## config.mk

```make
export PLATFORM = sky130hd
export DESIGN_NAME = ddr_emu_out
export DESIGN_NICKNAME = d
export VERILOG_FILES = /design/src/rtl/ddr_emu_pkg.sv /design/src/rtl/ddr_gate_fsm.sv /design/src/rtl/ddr_lane_pair.sv /design/src/rtl/ddr_emu_out.sv
export SDC_FILE = /design/constraint.sdc
export NUM_CORES = 1
export LEC_CHECK = 0
export BUFFER_PORTS_ARGS = -buffer_cell sky130_fd_sc_hd__buf_2
export CORE_AREA = 2 2 39 41
export CTS_BUF_LIST = sky130_fd_sc_hd__clkbuf_16
export CTS_CLUSTER_DIAMETER = 60
export DETAILED_ROUTE_END_ITERATION = 8
export DIE_AREA = 0 0 41 43
export SLEW_MARGIN = 20
export SYNTH_ARGS = -nofsm -noshare
export SYNTH_HDL_FRONTEND = slang
export SYNTH_SLANG_ARGS = --single-unit
```

## constraint.sdc

```tcl
create_clock -name clk -period 1.65 [get_ports clk]
set_input_delay 0.2475 -clock clk [delete_from_list [all_inputs] [get_ports clk]]
set_output_delay 0.2475 -clock clk [all_outputs]
set_load 0.05 [all_outputs]
```

## src/rtl/ddr_emu_pkg.sv

```systemverilog
package ddr_emu_pkg;

    // Gating state, updated on the rising edge only
    typedef enum logic [0:0] {
        GATE_PARKED = 1'b0,
        GATE_LIVE   = 1'b1
    } gate_state_t;

endpackage

```

## src/rtl/ddr_gate_fsm.sv

```systemverilog
module ddr_gate_fsm
    import ddr_emu_pkg::*;
(
    input  logic clk,
    input  logic rst_n,
    input  logic en,
    output logic rise_use,
    output logic fall_use
);

    gate_state_t state_q;
    gate_state_t state_d;

    // Next-state logic: ARM and DROP transitions, otherwise hold
    always_comb begin
        state_d = state_q;
        unique case (state_q)
            GATE_PARKED: if (en)  state_d = GATE_LIVE;    // ARM
            GATE_LIVE:   if (!en) state_d = GATE_PARKED;  // DROP
            default:     state_d = GATE_PARKED;
        endcase
    end

    // State register
    always_ff @(posedge clk or negedge rst_n) begin
        if (!rst_n) state_q <= GATE_PARKED;
        else        state_q <= state_d;
    end

    // Outputs: the rising register follows the state being entered,
    // the falling register follows the state held over the period
    always_comb begin
        rise_use = 1'b0;
        fall_use = 1'b0;
        unique case (state_d)
            GATE_LIVE:   rise_use = 1'b1;
            GATE_PARKED: rise_use = 1'b0;
            default:     rise_use = 1'b0;
        endcase
        unique case (state_q)
            GATE_LIVE:   fall_use = 1'b1;
            GATE_PARKED: fall_use = 1'b0;
            default:     fall_use = 1'b0;
        endcase
    end

endmodule

```

## src/rtl/ddr_lane_pair.sv

```systemverilog
module ddr_lane_pair #(
    parameter logic PARK_BIT = 1'b0
) (
    input  logic clk,
    input  logic rst_n,
    input  logic rise_use,
    input  logic fall_use,
    input  logic d_rise,
    input  logic d_fall,
    output logic q
);

    logic hi_reg;
    logic lo_reg;
    logic hi_val;
    logic lo_val;

    assign hi_val = rise_use ? d_rise : PARK_BIT;
    assign lo_val = fall_use ? d_fall : PARK_BIT;

    // Rising-edge register: after the update, hi_reg ^ lo_reg == hi_val
    always_ff @(posedge clk or negedge rst_n) begin
        if (!rst_n) hi_reg <= 1'b0;
        else        hi_reg <= lo_reg ^ hi_val;
    end

    // Falling-edge register: after the update, hi_reg ^ lo_reg == lo_val
    always_ff @(negedge clk or negedge rst_n) begin
        if (!rst_n) lo_reg <= 1'b0;
        else        lo_reg <= hi_reg ^ lo_val;
    end

    // Only one input of the XOR changes per edge
    assign q = hi_reg ^ lo_reg;

endmodule

```

## src/rtl/ddr_emu_out.sv

```systemverilog
module ddr_emu_out #(
    parameter int               WIDTH = 4,
    parameter logic [WIDTH-1:0] PARK  = '0
) (
    input  logic             clk,
    input  logic             rst_n,
    input  logic             en,
    input  logic [WIDTH-1:0] d_rise,
    input  logic [WIDTH-1:0] d_fall,
    output logic [WIDTH-1:0] q
);

    logic rise_use;
    logic fall_use;

    ddr_gate_fsm u_gate (
        .clk      (clk),
        .rst_n    (rst_n),
        .en       (en),
        .rise_use (rise_use),
        .fall_use (fall_use)
    );

    for (genvar li = 0; li < WIDTH; li++) begin : g_lane
        ddr_lane_pair #(
            .PARK_BIT (PARK[li])
        ) u_lane (
            .clk      (clk),
            .rst_n    (rst_n),
            .rise_use (rise_use),
            .fall_use (fall_use),
            .d_rise   (d_rise[li]),
            .d_fall   (d_fall[li]),
            .q        (q[li])
        );
    end

endmodule

```

==> impl_metrics.env, run 1 <==
export IMPL_path_max_fanout=2
export IMPL_crit_path_end_kind="primary output"
export IMPL_postRouteWirelength_um=659
export IMPL_coreArea_um2=1380
export IMPL_vias=283
export IMPL_ios=15
export IMPL_synth_cell_types=6
export IMPL_gr_total_overflow=0
export IMPL_cts_sinks=9
export IMPL_h_tree_depth=1
export IMPL_clockBufferDepth=2
export IMPL_skew_ns=0.0355
export IMPL_ys_seq_area_frac=0.577
export IMPL_wl_per_cell_um=9.15
export IMPL_finalMaxSlewViolations=0
export IMPL_busiest_layer="met2"
export IMPL_critical_path_class="reg2out"
export IMPL_setup_violations=7
export IMPL_cap_violations=0
export IMPL_synth_warnings=0
export IMPL_syn_avg_cell_area_um2=11.8
export IMPL_num_nets_final=68
export IMPL_cts_tree="yes"
export IMPL_arrival_ns=1.89
export IMPL_dieHeight_um=43
export IMPL_track_usage=0.104
export IMPL_tightest_slew_ns=0.196
export IMPL_synth_cells=33
export IMPL_r2r_end="g_lane[0].u_lane.hi_reg$_DFF_PN0_"
export IMPL_slew_limit_headroom=0.870
export IMPL_ant_nets=0
export IMPL_path_cells="xor2_1 > buf_4"
export IMPL_critPathSlowestCell="dfrtn_1"
export IMPL_worst_setup_path_start_kind="register"
export IMPL_drc=0
export IMPL_status="finished with violations"
export IMPL_hold_class="in2reg"
export IMPL_port_buffers=14
export IMPL_fp_dieW_um=41
export IMPL_setup_ws_ns=-0.484
export IMPL_drt_iter0_drc=0
export IMPL_grtUsageMet1=0.0970
export IMPL_groute_layer_met2_usage=0.153
export IMPL_ys_seq_elements=9
export IMPL_start_util=0.282
export IMPL_synth_cell_area_um2=390
export IMPL_drive_gt1_frac=0.464
export IMPL_antenna_cells=0
export IMPL_rows=14
export IMPL_fin_tns_setup_ns=-2.02
export IMPL_crit_path_start="g_lane[2].u_lane.lo_reg$_DFF_NN0_"
export IMPL_r2r_start="g_lane[0].u_lane.lo_reg$_DFF_NN0_"
export IMPL_grt_pass1_vias=294
export IMPL_critPathMaxStageDelay_ns=0.43
export IMPL_place_inst=63
export IMPL_hp_start="en"
export IMPL_dpl_worst_slack_ns=-0.242
export IMPL_hold_violations=0
export IMPL_crit_path_end="q[2]"
export IMPL_fin_cells=72
export IMPL_dieArea_um2=1760
export IMPL_ff2ff_setup_slack_ns=-0.14
export IMPL_grtUsageMet3=0.0785
export IMPL_dr_pass1_iters=1
export IMPL_violations="negative setup slack"
export IMPL_syn_nets=44
export IMPL_insertion_delay_ns=0.26
export IMPL_rsz0062_at_grt="yes"
export IMPL_r2r_cells=4
export IMPL_critPathRequiredTime_ns=1.40
export IMPL_grt_max_degree=10
export IMPL_viasPerCell=3.93
export IMPL_syn_to_final_growth_pct=60.9
export IMPL_grt_pass1_wl_um=1100
export IMPL_cts_buffers=3
export IMPL_cts_root_buffer="clkbuf_16"
export IMPL_antenna_found_initial=0
export IMPL_clk_pin_slew_ns=0.04
export IMPL_gp_congestion=0.658
## timing repair
| action | 4_1_cts | 5_1_grt |
|---|---|---|
| resized for setup | 7 | 2 |
| hold endpoints to repair | 5 | 0 |
| hold buffers | 1 | 0 |
| setup endpoints to repair | 4 | 8 |
| pin swaps | 5 | 4 |
| setup buffers | 4 | 3 |
## final cells by class
cell class | instances | area (um^2)
Sequential cell | 9 | 225
Clock inverter | 1 | 3.75
Fill cell | 147 | 756
Timing Repair Buffer | 23 | 161
Clock buffer | 3 | 75.1
Multi-Input combinational cell | 20 | 143
Tap cell | 16 | 20.0
## cells in the mapped netlist (all sizes together)
library cell  instances  area share
dfrtp                 5        0.32
buf                   4       0.077
nand2                 8       0.077
xor2                  4       0.090
dfrtn                 4        0.26
xnor2                 8        0.18
## placed cells by master, fill, tap and decap left out
cell type / instances
buf_4: 9
xnor2_2: 1
dfrtn_1: 4
dfrtp_1: 5
nand2_1: 8
inv_1: 1
clkbuf_16: 3
xnor2_1: 7
dlygate4sd3_1: 1
buf_6: 3
buf_2: 10
xor2_1: 4
## worst max-delay path: cells and delay by family (launching register included)
| kind | cells | cell delay [ns] |
|---|---|---|
| buffers and inverters | 1 | 0.21 |
| xor gates and xnor gates | 1 | 0.15 |
| DFF | 1 | 0.43 |
## per-stage QoR
step	utilization	cell area [um^2]	hold slack, ns
finish	0.454	628	0.185
global route	0.454	628	0.194
CTS	0.448	621	0.189
detailed placement	0.347	480	0.106
global placement	0.347	480	0.104
floorplan	-	390	-0.0481
## metal layers
| metal | vias to the layer above | routed length (um) | share of wire |
|---|---|---|---|
| met1 | 131 | 268 | 0.41 |
| met5 | - | 0 | 0 |
| li1 | 142 | - | - |
| met2 | 10 | 342 | 0.52 |
| met4 | 0 | 0 | 0 |
| met3 | 0 | 48 | 0.073 |
## cells by family after synthesis
kind of cell           after synthesis  synth area share
buffers and inverters                4            0.0769
AND/OR/NAND/NOR                      8            0.0769
flip-flops                           9             0.577
XOR/XNOR                            12             0.269
## how the worst min path moves through the flow
stage / cells after the start / slack [ns] / endpoint
global placement: 1 / 0.10 / g_lane[2].u_lane.hi_reg$_DFF_PN0_
detailed placement: 1 / 0.11 / g_lane[2].u_lane.hi_reg$_DFF_PN0_
global route: 1 / 0.19 / u_gate.state_q$_DFF_PN0_
floorplan: 0 / -0.05 / g_lane[0].u_lane.hi_reg$_DFF_PN0_
CTS: 1 / 0.19 / u_gate.state_q$_DFF_PN0_
finish: 1 / 0.19 / u_gate.state_q$_DFF_PN0_
Power of run 1 is left out: the tool's default activity adds up to more than one toggle a clock period on the data nets, which glitch-free logic cannot reach.
==> inputs of run 2 (changes only) <==
--- a/config.mk
+++ b/config.mk
@@ -5,7 +5,7 @@
 export SDC_FILE = /design/constraint.sdc
 export NUM_CORES = 1
 export LEC_CHECK = 0
-export BUFFER_PORTS_ARGS = -buffer_cell sky130_fd_sc_hd__buf_2
+export BUFFER_PORTS_ARGS = -buffer_cell sky130_fd_sc_hd__buf_4
 export CORE_AREA = 2 2 39 41
 export CTS_BUF_LIST = sky130_fd_sc_hd__clkbuf_16
 export CTS_CLUSTER_DIAMETER = 60
==> constraint.sdc (replaced) <==
create_clock -name clk -period 1.65 [get_ports clk]
set_input_delay 0.2475 -clock clk [delete_from_list [all_inputs] [get_ports clk]]
set_output_delay 0.2475 -clock clk [all_outputs]
set_load 0.02 [all_outputs]
==> impl_metrics.env, run 2 (same netlist as run 1, synthesis figures left out) <==
export IMPL_crit_path_end_kind="primary output"
export IMPL_critPathSlowestCell="dfrtn_1"
export IMPL_tightest_slew_ns=0.150
export IMPL_finalMaxSlewViolations=0
export IMPL_critPathRequiredTime_ns=1.40
export IMPL_worst_setup_path_start_kind="register"
export IMPL_cap_violations=0
export IMPL_final_util=0.450
export IMPL_layout_commonest_cell="buf_4"
export IMPL_p_leak_nw=0.305
export IMPL_track_usage=0.0863
export IMPL_arrival_ns=1.82
export IMPL_wl_met2_um=285
export IMPL_drc=0
export IMPL_cts_root_buffer="clkbuf_16"
export IMPL_critical_path_class="reg2out"
export IMPL_met1_length_um=279
export IMPL_gp_congestion=0.659
export IMPL_grt_max_degree=10
export IMPL_hold_violations=0
export IMPL_antenna_cells=0
export IMPL_setup_ws_ns=-0.414
export IMPL_r2r_start="g_lane[3].u_lane.lo_reg$_DFF_NN0_"
export IMPL_cts_sinks=9
export IMPL_dr_wl_met3_um=62
export IMPL_rows=14
export IMPL_num_nets_final=64
export IMPL_cts_tree="yes"
export IMPL_viasPerCell=3.90
export IMPL_setup_violations=4
export IMPL_insertion_delay_ns=0.26
export IMPL_ir_worst_vdd_v=0.000846
export IMPL_wl_per_cell_um=9.22
export IMPL_path_cells="xor2_1 > buf_4"
export IMPL_power_per_cell_area_nw_per_um2=2260
export IMPL_clockBufferDepth=2
export IMPL_port_buffers=14
export IMPL_grt_pass1_vias=254
export IMPL_start_util=0.282
export IMPL_rsz0062_at_grt="yes"
export IMPL_num_fill_cells=134
export IMPL_clk_pin_slew_ns=0.04
export IMPL_ant_nets=0
export IMPL_gr_total_overflow=0
export IMPL_fp_dieW_um=41
export IMPL_dieArea_um2=1760
export IMPL_design_area_um2=623
export IMPL_syn_to_final_growth_pct=59.6
export IMPL_r2r_end="g_lane[3].u_lane.hi_reg$_DFF_PN0_"
export IMPL_topRoutingLayerUsed="met3"
export IMPL_timing_hold_ws_ns=0.168
export IMPL_drive_gt1_frac=0.442
export IMPL_h_tree_depth=1
export IMPL_crit_path_start="g_lane[0].u_lane.lo_reg$_DFF_NN0_"
export IMPL_placed_area_um2=515
export IMPL_hold_class="in2reg"
export IMPL_coreArea_um2=1380
export IMPL_status="finished with violations"
export IMPL_drt_iter0_drc=0
export IMPL_dr_pass1_iters=1
export IMPL_hold_depth=1
export IMPL_slew_limit_headroom=0.899
export IMPL_grt_pass1_wl_um=986
export IMPL_vias=265
export IMPL_hp_start="en"
export IMPL_cts_buffers=3
export IMPL_ios=15
export IMPL_hold_end="u_gate.state_q$_DFF_PN0_"
export IMPL_layout_common_cells="buf_4, nand2_1, xnor2_1"
export IMPL_r2r_cells=2
export IMPL_antenna_found_initial=0
export IMPL_skew_ns=0.0345
export IMPL_critPathMaxStageDelay_ns=0.43
export IMPL_ff2ff_setup_slack_ns=0.07
export IMPL_dieHeight_um=43
export IMPL_path_max_fanout=2
export IMPL_violations="negative setup slack"
export IMPL_postRouteWirelength_um=627
[run 2: changes by cell type in the layout (fill, tap and decap cells not counted)]
cell / previous run / this run
buf_2: 10 / 0
buf_4: 9 / 17
buf_6: 3 / 1
xnor2_1: 7 / 6
xnor2_2: 1 / 2
[run 2: final cells by class]
class | instances | area [um^2] | area share
tap | 16 | 20.0 | 0.0321
clock inverter | 1 | 3.75 | 0.00602
timing repair buffer | 19 | 149 | 0.239
sequential | 9 | 225 | 0.361
multi-input combinational | 20 | 150 | 0.241
clock buffer | 3 | 75.1 | 0.120
[run 2: worst max-delay path by stage]
stage	to	slack (ns)	depth (start not counted)
6_report	q[0]	-0.41	2
5_1_grt	q[3]	-0.49	2
4_1_cts	q[2]	-0.40	2
3_5_place_dp	q[0]	-0.13	2
3_3_place_gp	q[3]	-0.14	2
2_1_floorplan	q[0]	-0.12	2
[run 2: per-layer routing]
metal	global-route usage	vias to the layer above
li1	-	132
met4	0.0600	0
met3	0.0366	0
met2	0.116	10
met1	0.107	123
met5	0	-
[run 2: where the power goes]
| part | internal, mW | switching, mW | total [mW] |
|---|---|---|---|
| clock network | 0.315 | 0.0929 | 0.408 |
| logic | 0.330 | 0.263 | 0.593 |
| registers | 0.330 | 0.0770 | 0.407 |
[run 2: per-stage QoR]
step	total power, mW	worst slack [ns]	TNS [ns]	instances
final	1.41	-0.414	-1.61	68
after global routing	1.49	-0.489	-1.80	68
after CTS	1.43	-0.404	-1.66	70
after detailed placement	0.964	-0.133	-0.508	63
after global placement	0.961	-0.144	-0.503	63
after floorplan	0.834	-0.119	-0.476	33
[run 2: timing repair]
action / 4_1_cts / 5_1_grt
pin swaps: 2 / 2
hold buffers: 1 / 0
endpoints found under the hold margin: 5 / 0
endpoints found under the setup margin: 4 / 6
resized for setup: 1 / 3
buffers inserted: 2 / 2
[run 2: worst max-delay path: cells and delay by family (launching register included)]
| family | cells | cell delay, ns |
|---|---|---|
| buf+inv | 1 | 0.15 |
| xor+xnor | 1 | 0.14 |
| flops | 1 | 0.43 |
(Power assumes the default switching activity.)
